[src/rtl/mwdma_pkg.sv]
package mwdma_pkg;

    localparam int MW_CNT_W = 12;
    typedef logic [MW_CNT_W-1:0] mw_cnt_t;

    typedef enum logic [2:0] {
        ST_IDLE,
        ST_ACK,
        ST_STROBE,
        ST_RECOV,
        ST_HOLD
    } mw_state_e;

    // Cycle counts that govern one burst
    typedef struct packed {
        mw_cnt_t act;   // strobe asserted cycles
        mw_cnt_t neg;   // minimum strobe negated cycles
        mw_cnt_t hold;  // acknowledge hold cycles after last strobe
    } mw_timing_t;

    function automatic int mw_ceil(input int ns, input int clk_ns);
        return (ns + clk_ns - 1) / clk_ns;
    endfunction

    function automatic mw_timing_t mw_calc(input logic [1:0] mode, input logic wr,
                                           input int clk_ns);
        int t0, td, tk, tj, a, n, h;
        case (mode)
            2'd1: begin t0 = 150; td = 80; tk = 50;               tj = 5;  end
            2'd2: begin t0 = 120; td = 70; tk = 25;               tj = 5;  end
            default: begin t0 = 480; td = 215; tk = wr ? 215 : 50; tj = 20; end
        endcase
        a = mw_ceil(td, clk_ns);
        n = mw_ceil(tk, clk_ns);
        if (mw_ceil(t0, clk_ns) - a > n) n = mw_ceil(t0, clk_ns) - a;
        h = mw_ceil(tj, clk_ns);
        if (h < 1) h = 1;
        mw_calc.act  = mw_cnt_t'(a);
        mw_calc.neg  = mw_cnt_t'(n);
        mw_calc.hold = mw_cnt_t'(h);
    endfunction

endpackage

[src/rtl/mwdma_seq.sv]
module mwdma_seq
    import mwdma_pkg::*;
#(
    parameter int CLK_NS = 10,
    parameter int WCNT_W = 16
) (
    input  logic              clk,
    input  logic              rst,
    input  logic [1:0]        mode,
    input  logic              wr_dir,
    input  logic              dmarq,
    input  logic              stop_req,
    input  logic              word_ok,
    output logic              dmack_n,
    output logic              dior_n,
    output logic              diow_n,
    output logic              strobe_start,
    output logic              strobe_end,
    output logic              dir_q,
    output logic [WCNT_W-1:0] word_cnt
);

    mw_state_e  state;
    mw_cnt_t    cnt;
    mw_timing_t tq;
    logic       stop_q;
    logic       stop_any;

    assign stop_any     = stop_q || stop_req;
    assign strobe_start = (state == ST_ACK) && dmarq && !stop_any && word_ok;
    assign strobe_end   = (state == ST_STROBE) && (cnt == '0);
    assign dmack_n      = (state == ST_IDLE);
    assign dior_n       = !((state == ST_STROBE) && !dir_q);
    assign diow_n       = !((state == ST_STROBE) && dir_q);

    always_ff @(posedge clk) begin
        if (rst) begin
            state    <= ST_IDLE;
            cnt      <= '0;
            tq       <= '0;
            dir_q    <= 1'b0;
            stop_q   <= 1'b0;
            word_cnt <= '0;
        end else begin
            case (state)
                ST_IDLE: begin
                    stop_q <= 1'b0;
                    if (dmarq && !stop_req) begin
                        state    <= ST_ACK;
                        tq       <= mw_calc(mode, wr_dir, CLK_NS);
                        dir_q    <= wr_dir;
                        word_cnt <= '0;
                    end
                end
                ST_ACK: begin
                    stop_q <= stop_any;
                    if (strobe_start) begin
                        state <= ST_STROBE;
                        cnt   <= tq.act - mw_cnt_t'(1);
                    end else if (stop_any || !dmarq) begin
                        state <= ST_HOLD;
                        cnt   <= tq.hold - mw_cnt_t'(1);
                    end
                end
                ST_STROBE: begin
                    stop_q <= stop_any;
                    if (cnt == '0) begin
                        word_cnt <= word_cnt + 1'b1;
                        if (tq.neg > mw_cnt_t'(1)) begin
                            state <= ST_RECOV;
                            cnt   <= tq.neg - mw_cnt_t'(2);
                        end else begin
                            state <= ST_ACK;
                        end
                    end else begin
                        cnt <= cnt - mw_cnt_t'(1);
                    end
                end
                ST_RECOV: begin
                    stop_q <= stop_any;
                    if (cnt == '0) state <= ST_ACK;
                    else           cnt   <= cnt - mw_cnt_t'(1);
                end
                ST_HOLD: begin
                    if (cnt == '0) state <= ST_IDLE;
                    else           cnt   <= cnt - mw_cnt_t'(1);
                end
                default: state <= ST_IDLE;
            endcase
        end
    end

endmodule

[src/rtl/mwdma_data.sv]
module mwdma_data #(
    parameter int DATA_W = 16
) (
    input  logic              clk,
    input  logic              rst,
    input  logic              dir_q,
    input  logic              active,
    input  logic              strobe_start,
    input  logic              strobe_end,
    input  logic              s_valid,
    input  logic [DATA_W-1:0] s_data,
    input  logic              m_ready,
    input  logic [DATA_W-1:0] dd_in,
    output logic              word_ok,
    output logic              s_ready,
    output logic [DATA_W-1:0] dd_out,
    output logic              dd_oe,
    output logic              m_valid,
    output logic [DATA_W-1:0] m_data
);

    assign word_ok = dir_q ? s_valid : (!m_valid || m_ready);
    assign s_ready = strobe_start && dir_q;
    assign dd_oe   = active && dir_q;

    always_ff @(posedge clk) begin
        if (rst) begin
            dd_out  <= '0;
            m_valid <= 1'b0;
            m_data  <= '0;
        end else begin
            if (strobe_start && dir_q) dd_out <= s_data;
            if (strobe_end && !dir_q) begin
                m_valid <= 1'b1;
                m_data  <= dd_in;
            end else if (m_ready) begin
                m_valid <= 1'b0;
            end
        end
    end

endmodule

[src/rtl/mwdma_host.sv]
module mwdma_host #(
    parameter int CLK_NS = 10,
    parameter int DATA_W = 16,
    parameter int WCNT_W = 16
) (
    input  logic              clk,
    input  logic              rst,
    input  logic [1:0]        mode,
    input  logic              wr_dir,
    input  logic              stop_req,
    input  logic              dmarq,
    output logic              dmack_n,
    output logic              dior_n,
    output logic              diow_n,
    output logic [1:0]        cs_n,
    input  logic [DATA_W-1:0] dd_in,
    output logic [DATA_W-1:0] dd_out,
    output logic              dd_oe,
    input  logic              s_valid,
    input  logic [DATA_W-1:0] s_data,
    output logic              s_ready,
    output logic              m_valid,
    output logic [DATA_W-1:0] m_data,
    input  logic              m_ready,
    output logic [WCNT_W-1:0] word_cnt
);

    logic word_ok, strobe_start, strobe_end, dir_q;

    assign cs_n = '1;

    mwdma_seq #(.CLK_NS(CLK_NS), .WCNT_W(WCNT_W)) u_seq (
        .clk(clk), .rst(rst), .mode(mode), .wr_dir(wr_dir), .dmarq(dmarq),
        .stop_req(stop_req), .word_ok(word_ok), .dmack_n(dmack_n),
        .dior_n(dior_n), .diow_n(diow_n), .strobe_start(strobe_start),
        .strobe_end(strobe_end), .dir_q(dir_q), .word_cnt(word_cnt)
    );

    mwdma_data #(.DATA_W(DATA_W)) u_data (
        .clk(clk), .rst(rst), .dir_q(dir_q), .active(!dmack_n),
        .strobe_start(strobe_start), .strobe_end(strobe_end),
        .s_valid(s_valid), .s_data(s_data), .m_ready(m_ready), .dd_in(dd_in),
        .word_ok(word_ok), .s_ready(s_ready), .dd_out(dd_out), .dd_oe(dd_oe),
        .m_valid(m_valid), .m_data(m_data)
    );

endmodule

[config.mk]
export PLATFORM = sky130hd
export DESIGN_NAME = mwdma_host
export DESIGN_NICKNAME = d
export VERILOG_FILES = /design/src/rtl/mwdma_pkg.sv /design/src/rtl/mwdma_seq.sv /design/src/rtl/mwdma_data.sv /design/src/rtl/mwdma_host.sv
export SDC_FILE = /design/constraint.sdc
export NUM_CORES = 1
export LEC_CHECK = 0
export ABC_AREA = 1
export BUFFER_PORTS_ARGS = -buffer_cell sky130_fd_sc_hd__buf_2
export CORE_MARGIN = 8
export CORE_UTILIZATION = 25
export DETAILED_ROUTE_END_ITERATION = 10
export HOLD_SLACK_MARGIN = 0.15
export PLACE_DENSITY = 0.45
export SYNTH_ARGS = -nofsm -noshare
export SYNTH_HDL_FRONTEND = slang
export SYNTH_HIERARCHICAL = 1
export SYNTH_SLANG_ARGS = --single-unit
[constraint.sdc]
create_clock -name clk -period 3.19 [get_ports clk]
set_clock_uncertainty 0.2 [all_clocks]
set_input_delay 0.4785 -clock clk [delete_from_list [all_inputs] [get_ports clk]]
set_output_delay 0.4785 -clock clk [all_outputs]
set_load 0.02 [all_outputs]
==> qor.csv <==
stage,metric,value,unit
finish,share of cells above drive strength 1,0.252,
hold_path,hold crit path type,primary input to register,
placed_design,global placer's final weighted congestion,0.793,
detailed_routing,initial drt markers,250,
setup_path,Worst Setup EP,u_seq/tq[15],
synthesis,top cells by area in the synthesized netlist,"dfxtp_1 36%, nor2_1 9.3%, nand2_1 8.7%, inv_1 7.5%, o21ai_0 4.9%",
floorplanning,io pins,97,
clock_network,total CTS buffers,9,
finish,register area,1660,um2
clock_network,clk slew on worst S/H paths,0.06,ns
finish,"most common cell after layout, fill and taps aside",nor2_1,
detailed_routing,Routed wire per std cell,12.7,um
clock_network,Sinks on Clock Net,83,
finish,Fill cells,2115,
synthesis,async set or reset register ratio after synthesis,0,
synthesis,post-synth cell types,50,
synthesis,warnings from Yosys,6,
clock_network,hold buffers post-CTS,0,
power_and_ir_drop,combinational fraction of design power,0.412,
detailed_routing,vias,4540,
global_route,wire length of the first global-routing pass,22100,um
placed_design,placed inst area,5580,um2
synthesis,Yosys reg bits,83,
clock_network,post-CTS setup buffers,0,
clock_network,H-tree level count,3,
finish,Area Growth Syn to Fin,26.9,%
sta,RSZ-0062 raised after global routing,false,
clock_network,CTS root buf,clkbuf_16,
sta,Slew HR,0.506,
floorplanning,die area,23300,um2
setup_path,worst path required time,3.23,ns
power_and_ir_drop,Flop pwr share,0.331,
finish,fin area,5910,um2
power_and_ir_drop,Max IR drop VDD,0.000306,V
run_status,status,finished clean,
setup_path,crit-path max FO,6,
sta,fmax,338,MHz
synthesis,main flop type after synthesis,dfxtp_1,
sta,Least-Margin Pin Slew,0.740,ns
setup_path,reg2reg path depth,13,
sta,max-slew violation count,0,
floorplanning,Die Span X,152,um
global_route,largest net degree at the start of global routing,27,
synthesis,post-synthesis cell area,4660,um2
power_and_ir_drop,P_int,2250,uW
synthesis,"EDFF count, synth",0,
global_route,number of global-route vias before repair,4401,
setup_path,Setup CP Type,primary input to register,
setup_path,crit-path max cell delay,0.34,ns
floorplanning,Core ar.,18500,um2
finish,most frequent cells in the layout,"112 x nor2_1, 104 x nand2_1, 93 x buf_2, 92 x inv_1, 83 x dfxtp_1",
finish,NumNets Final,860,
detailed_routing,WL final,13300,um
run,maxcap violations,0,
power_and_ir_drop,NetSw,1550,uW
floorplanning,Rows,50,
placed_design,I/O Buffers,94,
floorplanning,initial core utilization,0.251,
global_route,gr usage total,0.115,
detailed_routing,vias per cell,4.36,
setup_path,reg2reg setup slack,0.42,ns
power_and_ir_drop,switching share of power,0.408,
setup_path,crit start category,primary input,
synthesis,"area leader, netlist",dfxtp_1,
setup_path,most frequent CP cell,nand2_1,
power_and_ir_drop,Clock Power Share,0.257,
synthesis,share of the synthesized area in the top cell type,0.357,
clock_network,clock latency on the worst-skew pair,0.35,ns
global_route,initial antenna violation count,0,
finish,multi-input logic area,2530,um2
detailed_routing,post-route ant nets,0,
global_route,GR Overflow Total,0,
floorplanning,Die Ht,152,um
finish,Antenna Cells,0,
setup_path,r2r endpoint,u_seq/cnt[4],
synthesis,Mapped Cells,679,
setup_path,CP max stage cell,ha_4,
placed_design,post-DP HPWL,10400,um
power_and_ir_drop,Pwr Total,3810,uW
sta,final setup fails,0,
power_and_ir_drop,Pwr Density,644,nW/um2
sta,fin crit share,0.929,
synthesis,"Seq/Total Area, Yosys",0.357,
clock_network,TritonCTS clock tree,done,
power_and_ir_drop,Pleak,0.00285,uW
clock_network,Clock Tree Buf Depth,2,
sta,Fin. Hold Viols,0,
sta,minimum clock period,2.96,ns
synthesis,Post-Synthesis Mean Instance Area,6.86,um2
setup_path,CP Launch Point,mode[0],
detailed_routing,Post-route DRC,0,
setup_path,crit path DAT,3.01,ns
setup_path,Setup crit end kind,register,
detailed_routing,DRT Pass-1 Iters,4,
setup_path,r2r startpoint,u_seq/dir_q,
-- worst max-delay path: cells and delay by family --
kind	cells	cell delay, ns
simple gates	18	1.47
buf+inv	4	0.25
fa+ha+maj	3	0.80
-- synth_stat cells (2+ instances only) --
library cell / n
a211oi_1: 7
a21oi_1: 31
a31oi_1: 4
and2_1: 2
and3_1: 2
buf_2: 2
buf_4: 4
buf_6: 2
clkbuf_1: 8
conb_1: 3
dfxtp_1: 83
ha_1: 17
inv_1: 93
inv_2: 17
nand2_1: 108
nand2_2: 6
nand2_4: 3
nand3_1: 41
nand3_2: 6
nand4_1: 6
nor2_1: 116
nor2_2: 4
nor3_1: 14
nor3_2: 4
nor4_1: 3
o211ai_1: 2
o21ai_0: 46
o21ai_1: 8
o221ai_1: 3
o22ai_1: 7
xnor2_1: 2
xor2_1: 7
-- cell type report --
class | instances | share of cell area
clock inverter | 6 | 0.00825
multi-input combinational | 469 | 0.429
sequential | 83 | 0.281
timing repair buffer | 127 | 0.122
clock buffer | 10 | 0.0387
inverter | 112 | 0.0720
tap | 234 | 0.0495
-- sequential cells by signal, indices dropped and copies added, names as in the netlist --
name	flops
u_seq/word_cnt	16
u_data/m_data	16
u_seq/state	3
u_data/dd_out	16
u_seq/stop_q	1
u_data/m_valid	1
u_seq/tq	17
u_seq/dir_q	1
u_seq/cnt	12
-- through the flow --
step / instances / setup slack [ns] / hold WS (ns) / TNS, ns / util
global placement: 1025 / -0.154 / 0.252 / -0.582 / 0.301
finish: 1041 / 0.228 / 0.187 / 0 / 0.319
floorplan: 681 / 0.000431 / 0.227 / 0 / -
global route: 1041 / 0.0202 / 0.185 / 0 / 0.319
detailed placement: 1025 / -0.215 / 0.249 / -0.879 / 0.301
CTS: 1041 / 0.157 / 0.176 / 0 / 0.316
-- power by group through the flow --
stage | clock (uW) | combinational (uW) | sequential [uW]
finish | 978 | 1570 | 1260
global route | 1070 | 1780 | 1280
detailed placement | 0 | 1550 | 1280
CTS | 1020 | 1560 | 1260
global placement | 0 | 1570 | 1280
floorplan | 0 | 1070 | 1290
-- logic make-up (layout without fill, tap and decap cells) --
family,after synthesis,count (layout),synth area share
AND/OR/NAND/NOR,323,323,0.325
buffers and inverters,129,255,0.114
AO/OA/AOI/OAI,115,115,0.139
flip-flops,83,83,0.357
adder cells (fa/ha/maj),17,17,0.0457
XOR/XNOR,9,9,0.0169
other,3,5,0.00242
-- repair_timing --
item                       CTS  global route
setup endpoints to repair    0             5
hold endpoints to repair     0             0
resized for setup            0            14
-- layer usage --
layer | track usage | up-vias | wire length, um | share of wire
li1 | - | 2431 | - | -
met5 | 0 | - | 0 | 0
met1 | 0.148 | 2005 | 6500 | 0.49
met4 | 0.0457 | 0 | 252 | 0.019
met2 | 0.180 | 89 | 5830 | 0.44
met3 | 0.0275 | 15 | 683 | 0.051
-- worst min path at each step --
stage | from | endpoint | slack, ns | cells past startpoint
after CTS | s_data[7] | u_data/dd_out[7] | 0.18 | 3
after global routing | s_data[7] | u_data/dd_out[7] | 0.18 | 3
after floorplan | u_seq/tq[12] | u_seq/tq[12] | 0.23 | 2
final | s_data[7] | u_data/dd_out[7] | 0.19 | 3
after detailed placement | u_seq/tq[12] | u_seq/tq[12] | 0.25 | 2
after global placement | u_seq/tq[24] | u_seq/tq[24] | 0.25 | 2
Power figures use the tool's default switching activity.
